[src/rtl/zbb_pkg.sv]
package zbb_pkg;
   typedef enum logic [2:0] {
      ST_IDLE  = 3'd0,
      ST_OPC   = 3'd1,
      ST_ZPA   = 3'd2,
      ST_ZPD   = 3'd3,
      ST_OFS   = 3'd4,
      ST_DUMMY = 3'd5
   } zbb_state_e;
endpackage

[src/rtl/zbb_bit_cond.sv]
module zbb_bit_cond #(
   parameter int DATA_W = 8,
   localparam int IDX_W = $clog2(DATA_W)
) (
   input  logic [DATA_W-1:0] data,
   input  logic [IDX_W-1:0]  idx,
   input  logic              sense,
   output logic              taken
);
   logic [DATA_W-1:0] hit;
   logic              sel_bit;

   for (genvar i = 0; i < DATA_W; i++) begin : g_hit
      assign hit[i] = (idx == IDX_W'(i)) & data[i];
   end

   assign sel_bit = |hit;
   assign taken   = sense ? sel_bit : ~sel_bit;
endmodule

[src/rtl/zbb_pc_adder.sv]
module zbb_pc_adder #(
   parameter int ADDR_W = 16,
   parameter int DATA_W = 8
) (
   input  logic [ADDR_W-1:0] pc,
   input  logic [DATA_W-1:0] off,
   output logic [ADDR_W-1:0] half_addr,
   output logic [ADDR_W-1:0] full_sum
);
   localparam int HI_W = ADDR_W - DATA_W;

   logic [ADDR_W-1:0] off_sx;
   logic [DATA_W-1:0] lo_sum;

   assign off_sx    = {{HI_W{off[DATA_W-1]}}, off};
   assign lo_sum    = pc[DATA_W-1:0] + off;
   assign half_addr = {pc[ADDR_W-1:DATA_W], lo_sum};
   assign full_sum  = pc + off_sx;
endmodule

[src/rtl/zp_bit_branch_seq.sv]
module zp_bit_branch_seq #(
   parameter int ADDR_W = 16,
   parameter int DATA_W = 8,
   parameter int IDX_LSB = 4,
   parameter logic [ADDR_W-DATA_W-1:0] ZP_PAGE = '0,
   parameter bit OPCODE_FROM_BUS = 1'b0
) (
   input  logic              clk,
   input  logic              rst,
   input  logic              start,
   input  logic [DATA_W-1:0] opcode,
   input  logic [ADDR_W-1:0] pc_in,
   output logic [ADDR_W-1:0] bus_addr,
   output logic              bus_rd,
   input  logic [DATA_W-1:0] bus_rdata,
   output logic [ADDR_W-1:0] pc_out,
   output logic              done
);
   import zbb_pkg::*;

   localparam int IDX_W = $clog2(DATA_W);
   localparam int SENSE_BIT = DATA_W - 1;
   localparam logic [ADDR_W-1:0] ONE = ADDR_W'(1);

   if (ADDR_W <= DATA_W) begin : g_chk_w
      $error("ADDR_W must exceed DATA_W");
   end
   if (IDX_LSB + IDX_W > SENSE_BIT) begin : g_chk_idx
      $error("index field overlaps the sense bit");
   end

   zbb_state_e        state;
   logic [ADDR_W-1:0] pc_q;
   logic [ADDR_W-1:0] pc_out_q;
   logic [DATA_W-1:0] zp_q;
   logic [DATA_W-1:0] off_q;
   logic [IDX_W-1:0]  idx_q;
   logic              sense_q;
   logic              taken_q;
   logic              done_q;

   logic              opc_cap;
   logic [DATA_W-1:0] opc_src;
   logic              cond_taken;
   logic [ADDR_W-1:0] half_addr;
   logic [ADDR_W-1:0] full_sum;

   if (OPCODE_FROM_BUS) begin : g_opc_bus
      logic unused_opc;
      assign unused_opc = ^opcode;
      assign opc_cap = (state == ST_OPC);
      assign opc_src = bus_rdata;
   end else begin : g_opc_port
      assign opc_cap = (state == ST_IDLE) && start;
      assign opc_src = opcode;
   end

   zbb_bit_cond #(.DATA_W(DATA_W)) u_cond (
      .data  (bus_rdata),
      .idx   (idx_q),
      .sense (sense_q),
      .taken (cond_taken)
   );

   zbb_pc_adder #(.ADDR_W(ADDR_W), .DATA_W(DATA_W)) u_add (
      .pc        (pc_q),
      .off       (off_q),
      .half_addr (half_addr),
      .full_sum  (full_sum)
   );

   always_ff @(posedge clk) begin
      if (rst) begin
         state    <= ST_IDLE;
         pc_q     <= '0;
         pc_out_q <= '0;
         zp_q     <= '0;
         off_q    <= '0;
         idx_q    <= '0;
         sense_q  <= 1'b0;
         taken_q  <= 1'b0;
         done_q   <= 1'b0;
      end else begin
         done_q <= 1'b0;
         if (opc_cap) begin
            idx_q   <= opc_src[IDX_LSB +: IDX_W];
            sense_q <= opc_src[SENSE_BIT];
         end
         case (state)
            ST_IDLE: if (start) begin
               pc_q  <= pc_in;
               state <= ST_OPC;
            end
            ST_OPC: begin
               pc_q  <= pc_q + ONE;
               state <= ST_ZPA;
            end
            ST_ZPA: begin
               zp_q  <= bus_rdata;
               pc_q  <= pc_q + ONE;
               state <= ST_ZPD;
            end
            ST_ZPD: begin
               taken_q <= cond_taken;
               state   <= ST_OFS;
            end
            ST_OFS: begin
               off_q <= bus_rdata;
               pc_q  <= pc_q + ONE;
               state <= ST_DUMMY;
            end
            ST_DUMMY: begin
               pc_out_q <= taken_q ? full_sum : pc_q;
               done_q   <= 1'b1;
               state    <= ST_IDLE;
            end
            default: state <= ST_IDLE;
         endcase
      end
   end

   always_comb begin
      case (state)
         ST_OPC, ST_ZPA, ST_OFS: bus_addr = pc_q;
         ST_ZPD:                 bus_addr = {ZP_PAGE, zp_q};
         ST_DUMMY:               bus_addr = half_addr;
         default:                bus_addr = '0;
      endcase
   end

   assign bus_rd = (state != ST_IDLE);
   assign pc_out = pc_out_q;
   assign done   = done_q;

   assert_fetch_at_pc_R2: assert property (@(posedge clk) disable iff (rst)
      (state == ST_IDLE && start) |=> (bus_rd && bus_addr == $past(pc_in)));

   assert_zp_page_R10: assert property (@(posedge clk) disable iff (rst)
      (state == ST_ZPD) |-> (bus_addr == {ZP_PAGE, $past(bus_rdata)}));

   assert_dummy_half_R5: assert property (@(posedge clk) disable iff (rst)
      (state == ST_DUMMY) |-> (bus_addr[DATA_W-1:0] == full_sum[DATA_W-1:0]
                               && bus_addr[ADDR_W-1:DATA_W] == pc_q[ADDR_W-1:DATA_W]));

   assert_done_pulse_R8: assert property (@(posedge clk) disable iff (rst)
      done |=> !done);

   assert_done_bus_idle_R8: assert property (@(posedge clk) disable iff (rst)
      done |-> !bus_rd);

   assert_busy_holds_R9: assert property (@(posedge clk) disable iff (rst)
      (bus_rd && state != ST_DUMMY) |=> bus_rd);

   assert_not_taken_pc_R7: assert property (@(posedge clk) disable iff (rst)
      (done && !taken_q) |-> (pc_out == pc_q));
endmodule

[config.mk]
export PLATFORM = sky130hd
export DESIGN_NAME = zp_bit_branch_seq
export DESIGN_NICKNAME = d
export VERILOG_FILES = /design/src/rtl/zbb_pkg.sv /design/src/rtl/zbb_bit_cond.sv /design/src/rtl/zbb_pc_adder.sv /design/src/rtl/zp_bit_branch_seq.sv
export SDC_FILE = /design/constraint.sdc
export NUM_CORES = 1
export LEC_CHECK = 0
export BUFFER_PORTS_ARGS = -buffer_cell sky130_fd_sc_hd__buf_2
export CAP_MARGIN = 20
export CORE_MARGIN = 3
export CORE_UTILIZATION = 46
export DETAILED_ROUTE_END_ITERATION = 6
export PLACE_DENSITY = 0.67
export SYNTH_ARGS = -nofsm -noshare
export SYNTH_HDL_FRONTEND = slang
export SYNTH_SLANG_ARGS = --single-unit
[constraint.sdc]
create_clock -name clk -period 3.5 [get_ports clk]
set_input_delay 0.7 -clock clk [delete_from_list [all_inputs] [get_ports clk]]
set_output_delay 0.7 -clock clk [all_outputs]
set_load 0.03 [all_outputs]
==> flow_metrics.py, run 1 <==
metrics = {
    "cells_and_area": {
        "multi_input_area_um2": 2170,
        "drive_above_1_share_pct": 21.3,
        "syn_to_final_growth_pct": 16.7,
        "n_antenna_cell": 0,
        "final_cells": 579,
        "postLayoutCoreUtil_pct": 55.9,
        "final_nets": 529,
        "fillers": 699,
        "regArea_um2": 1140,
    },
    "hold_path": {
        "hold_start": "pc_out[1]",
        "hp-class": "reg2reg",
        "worstHoldEndpoint": "pc_out[1]",
        "min_path_cells": 2,
    },
    "die": {
        "ios": 69,
        "die_h_um": 93.4,
        "start_util_pct": 47.9,
        "core_area_um2": 7330,
        "row_count": 31,
        "dieWidth_um": 93.4,
        "die_area_um2": 8720,
    },
    "yosys": {
        "postSynthRegisterBits": 57,
        "synth_top_flop_cell": "dfxtp_1",
        "syn_area_um2": 3510,
        "synth_edf_count": 0,
        "yosysMostFrequentCell": "dfxtp_1",
        "avgSynthCellArea_um2": 8.43,
        "synth_area_leaders": "dfxtp_1 (32%), mux2i_1 (7.4%), ha_1 (5.7%)",
        "post_synth_num_cell_types": 61,
        "synth_area_leader_cell": "dfxtp_1",
        "netlist_top_cells_count": "dfxtp_1 (57), nor2_1 (46), nand2_1 (37)",
        "ys_warn_count": 0,
        "syn_inst": 417,
        "synthArstFlopShare_pct": 0,
        "syn_nets": 469,
        "yosysSeqAreaShare_pct": 32.5,
        "synth_top_area_share_pct": 32.5,
    },
    "detailed_routing": {
        "first_pass_iters": 5,
        "vias": 3305,
        "drt_first_iter_violations": 141,
        "wl_per_cell_um": 16.2,
        "viasPerCell": 5.71,
        "drc_errors": 0,
        "routed_wl_um": 9360,
        "ant_nets": 0,
    },
    "grt": {
        "overflow": 0,
        "grt_pass1_vias": 3056,
        "grt_first_pass_wirelength_um": 15100,
        "grt_use_total_pct": 22.0,
        "antenna_found_initial": 0,
        "grt_max_degree": 58,
    },
    "critical_path": {
        "reg2reg_depth": 10,
        "startpoint_type": "flop",
        "worstSetupPathType": "reg2out",
        "path_cells": "ha_1 > a211oi_2 > nor2_1 > a41oi_4 > xnor2_1 > a222oi_1 > inv_1 > buf_2",
        "cpPeakStageDelay_ns": 0.45,
        "crit_fanout": 6,
        "r2r_setup_slack_ns": 1.04,
        "cp_slowest_cell": "a222oi_1",
        "rr_endpoint": "pc_out[10]",
        "crit-reg2reg-launch": "pc_q[0]",
        "endpoint_kind": "output pin",
        "critPathRequiredTime_ns": 2.80,
        "worstPathArrival_ns": 2.63,
    },
    "clock_tree": {
        "clk_pin_slew_worst_paths_ns": 0.06,
        "htree_levels": 3,
        "clk_latency_ns": 0.34,
        "cts_tree": "built",
        "cts-resized-gates": 0,
        "cts.path.max_buffers": 2,
        "clock-sinks": 57,
        "numCtsBuffers": 9,
        "cts_root_buffer": "clkbuf_8",
    },
    "timing": {
        "max_clock_freq_mhz": 301,
        "drv_slew": 0,
        "max_slew_margin_pct": 30.1,
        "tns_ns": 0,
        "skew_ns": 0.00469,
        "tightestPinTransition_ns": 1.05,
        "setup_viol": 0,
        "period_needed_ns": 3.33,
        "finalHoldViolCount": 0,
        "rsz0062_at_grt": "no",
        "min_period_over_period_pct": 95.1,
    },
    "pwr": {
        "p_leak_uw": 0.00168,
        "p_per_area_nw_per_um2": 413,
        "worst_ir_drop_vdd_mv": 0.254,
        "finalPower_uw": 1690,
    },
    "place": {
        "gp_congestion": 0.970,
        "dp_hpwl_um": 6880,
        "port_buffers": 64,
        "place_inst": 562,
    },
    "run": {
        "maxCapViolCount": 0,
    },
    "run_status": {
        "status": "completed",
    },
}
-- power by group --
part / total (uW) / internal, uW / switching (uW)
Combinational: 383 / 149 / 233
Clock: 572 / 307 / 265
Sequential: 739 / 687 / 51.8
Total: 1690 / 1140 / 550
-- worst max-delay path, delay by kind of cell, from the launching register on --
kind	cells	cell delay (ns)
fa+ha+maj	1	0.30
compound gates	3	1.03
simple gates	1	0.14
xor+xnor	1	0.12
flops	1	0.43
buf+inv	2	0.27
-- cells by family after synthesis --
kind of cell	after synthesis	synth area share [%]
AO/OA/AOI/OAI	123	25.1
XOR/XNOR	12	2.99
adder cells (fa/ha/maj)	17	6.27
buffers and inverters	40	5.80
flip-flops	57	32.5
multiplexers	28	8.69
AND/OR/NAND/NOR	140	18.7
-- registers in the layout, indices dropped and copies added (netlist names), 3 cells and up --
signal  count
pc_q       16
idx_q       3
zp_q        8
state       3
pc_out     16
off_q       8
-- layer usage --
metal  global-route usage, %  part of all wire (%)
met2                    36.8                    48
met5                       0                     0
met4                    10.9                   3.3
met3                    2.90                   4.2
met1                    27.9                    44
-- placed cells by master (no fill, tap or decap), drive strengths merged, types with 3 or more instances in the layout --
master   n
a222oi   3
dfxtp   57
mux2i   26
or3      6
and2    11
ha      16
a22o     7
nor3     8
nand2   37
a21oi   30
clkbuf  12
a221oi   3
xnor2    8
o211ai   5
a311oi   4
inv     11
and3     6
xor2     4
o21a     5
a41oi    3
o31a     4
nand3   10
nor2b    5
a211oi  10
o31ai    3
nor2    47
a31oi    7
buf     78
o21ai   20
a21o     6
-- through the flow --
step	hold slack, ns	setup WS [ns]	cell area [um^2]
2_1_floorplan	0.449	0.738	3510
3_3_place_gp	0.443	0.422	3880
3_5_place_dp	0.454	0.440	3880
4_1_cts	0.461	0.0648	4060
5_1_grt	0.490	0.0183	4100
6_report	0.457	0.173	4100
-- how the worst max path moves through the flow --
stage                       start          end  slack, ns  cells after the start
final                     pc_q[1]  bus_addr[7]       0.17                      8
after floorplan           pc_q[0]  bus_addr[6]       0.74                      9
after global routing      pc_q[0]  bus_addr[6]       0.02                     10
after global placement    pc_q[0]  bus_addr[6]       0.42                     10
after CTS                 pc_q[0]  bus_addr[6]       0.06                     10
after detailed placement  pc_q[0]  bus_addr[6]       0.44                     10
-- area by class of cell --
type                    count  area share, %
clock buffers              12           4.03
clock inverters             2          0.336
inverters                  11           1.01
multi-input cells         320           52.9
flip-flops and latches     57           27.8
well taps                  99           3.02
repair buffers             78           10.9
-- timing repair --
| action | in CTS | in global routing |
|---|---|---|
| buffers inserted | 0 | 2 |
| hold buffers | 0 | 0 |
| endpoints found under the setup margin | 0 | 1 |
Note: power is estimated with default switching activity, not from simulation.
==> inputs of run 2 (changes only) <==
--- a/config.mk
+++ b/config.mk
@@ -8,9 +8,10 @@
 export BUFFER_PORTS_ARGS = -buffer_cell sky130_fd_sc_hd__buf_2
 export CAP_MARGIN = 20
 export CORE_MARGIN = 3
-export CORE_UTILIZATION = 46
+export CORE_UTILIZATION = 40
 export DETAILED_ROUTE_END_ITERATION = 6
-export PLACE_DENSITY = 0.67
+export MAX_ROUTING_LAYER = met4
+export PLACE_DENSITY = 0.6
 export SYNTH_ARGS = -nofsm -noshare
 export SYNTH_HDL_FRONTEND = slang
 export SYNTH_SLANG_ARGS = --single-unit
==> run 2 against run 1 <==
Via count is 0.57% higher. Clock skew is 0.0021 ns higher. Register-to-register slack worse by 0.15 ns. Utilization is 6.9 points lower. First-iteration DRC count is 15% lower. Non-clock buffer count is 1 lower. Wire length is 2.3% higher. Critical path type unchanged. Largest power group unchanged.
==> flow_metrics.py, run 2 (synthesis results as in run 1) <==
metrics = {
    "grt": {
        "overflow": 0,
        "antenna_found_initial": 0,
        "grt_first_pass_wirelength_um": 15200,
        "grt_max_degree": 39,
        "grt_pass1_vias": 2964,
        "grt_use_total_pct": 20.0,
    },
    "pwr": {
        "p_leak_uw": 0.00166,
        "finalPower_uw": 1710,
        "worst_ir_drop_vdd_mv": 0.251,
        "p_per_area_nw_per_um2": 417,
    },
    "detailed_routing": {
        "drt_first_iter_violations": 120,
        "viasPerCell": 5.67,
        "ant_nets": 0,
        "wl_per_cell_um": 16.3,
        "drc_errors": 0,
        "routed_wl_um": 9570,
        "first_pass_iters": 5,
        "vias": 3324,
    },
    "clock_tree": {
        "cts_setup_buffers": 0,
        "cts_hold_buf": 0,
        "cts-resized-gates": 0,
        "cts_tree": "built",
        "clk_latency_ns": 0.35,
        "clk_pin_slew_worst_paths_ns": 0.07,
        "htree_levels": 3,
        "cts.path.max_buffers": 2,
        "clock-sinks": 57,
        "numCtsBuffers": 9,
        "cts_root_buffer": "clkbuf_8",
    },
    "critical_path": {
        "critPathRequiredTime_ns": 2.80,
        "endpoint_kind": "output pin",
        "startpoint_type": "flop",
        "rr_endpoint": "pc_q[7]",
        "reg2reg_depth": 5,
        "worstPathArrival_ns": 2.59,
        "crit-reg2reg-launch": "state[2]",
        "worstSetupPathType": "reg2out",
        "crit_fanout": 6,
        "r2r_setup_slack_ns": 0.89,
    },
    "die": {
        "die_h_um": 99.7,
        "row_count": 33,
        "die_area_um2": 9940,
        "core_area_um2": 8380,
        "ios": 69,
        "dieWidth_um": 99.7,
        "start_util_pct": 41.9,
    },
    "cells_and_area": {
        "drive_above_1_share_pct": 21.4,
        "final_common_cell": "buf_2",
        "final_cells": 586,
        "postLayoutCoreUtil_pct": 49.0,
        "syn_to_final_growth_pct": 17.0,
        "final_nets": 528,
        "fillers": 853,
        "final_cell_mix": "buf_2 (64), dfxtp_1 (57), nor2_1 (46), nand2_1 (37), a21oi_1 (30)",
        "n_antenna_cell": 0,
    },
    "timing": {
        "tightestPinTransition_ns": 0.753,
        "tns_ns": 0,
        "max_slew_margin_pct": 49.8,
        "finalHoldViolCount": 0,
        "setup_viol": 0,
        "rsz0062_at_grt": "no",
        "skew_ns": 0.00676,
        "drv_slew": 0,
        "min_period_over_period_pct": 94.1,
        "max_clock_freq_mhz": 304,
        "period_needed_ns": 3.29,
    },
    "run": {
        "maxCapViolCount": 0,
    },
    "hold_path": {
        "min_path_cells": 2,
        "hold_start": "pc_out[1]",
        "worstHoldEndpoint": "pc_out[1]",
        "hp-class": "reg2reg",
    },
    "place": {
        "place_inst": 568,
        "gp_congestion": 0.853,
        "dp_hpwl_um": 7060,
        "port_buffers": 64,
    },
    "run_status": {
        "status": "completed",
    },
}
==> run 2: cell types whose count changed in the layout (fill, tap and decap cells not counted) <==
cell        delta
clkbuf_8       -1
clkinv_4       -1
clkinv_2       -1
inv_6          +1
clkinvlp_4     +4
buf_4          -1
==> run 2: critical path: stages, from the launching register on <==
cell,delay [ns]
dfxtp_1,0.41
ha_1,0.24
inv_1,0.07
fa_1,0.42
nor2b_1,0.17
o31a_2,0.17
o31a_1,0.16
a21oi_1,0.06
a222oi_1,0.30
inv_1,0.06
buf_2,0.18
==> run 2: stage by stage <==
| stage | cell area, um^2 | hold WS [ns] | setup WS, ns |
|---|---|---|---|
| final | 4110 | 0.486 | 0.207 |
| after global routing | 4110 | 0.507 | 0.0222 |
| after CTS | 4080 | 0.480 | 0.0518 |
| after detailed placement | 3880 | 0.471 | 0.442 |
| after global placement | 3880 | 0.471 | 0.435 |
| after floorplan | 3510 | 0.449 | 0.738 |
==> run 2: worst max path at each step <==
stage                  from           to  slack, ns
CTS                 pc_q[0]  bus_addr[6]       0.05
global placement    pc_q[0]  bus_addr[6]       0.44
global route        pc_q[0]  bus_addr[6]       0.02
detailed placement  pc_q[0]  bus_addr[6]       0.44
floorplan           pc_q[0]  bus_addr[6]       0.74
finish              pc_q[0]  bus_addr[6]       0.21
==> run 2: power breakdown <==
| part | internal [uW] | switching [uW] |
|---|---|---|
| registers | 687 | 55.0 |
| clock network | 297 | 295 |
| logic | 149 | 232 |
| total | 1130 | 582 |
==> run 2: layout make-up <==
| cell class | instances | area, um^2 | area share (%) |
|---|---|---|---|
| Timing Repair Buffer | 77 | 438 | 10.7 |
| Multi-Input combinational cell | 320 | 2170 | 52.8 |
| Tap cell | 105 | 131 | 3.20 |
| Inverter | 11 | 41.3 | 1.00 |
| Sequential cell | 57 | 1140 | 27.8 |
| Clock buffer | 11 | 151 | 3.68 |
| Clock inverter | 5 | 38.8 | 0.944 |
==> run 2: per-layer routing <==
metal | track usage [%] | up-vias | part of all wire [%]
li1 | - | 1667 | -
met1 | 25.1 | 1548 | 47
met2 | 32.0 | 88 | 46
met3 | 3.72 | 21 | 4.8
met4 | 7.14 | 0 | 2.4
met5 | - | - | 0
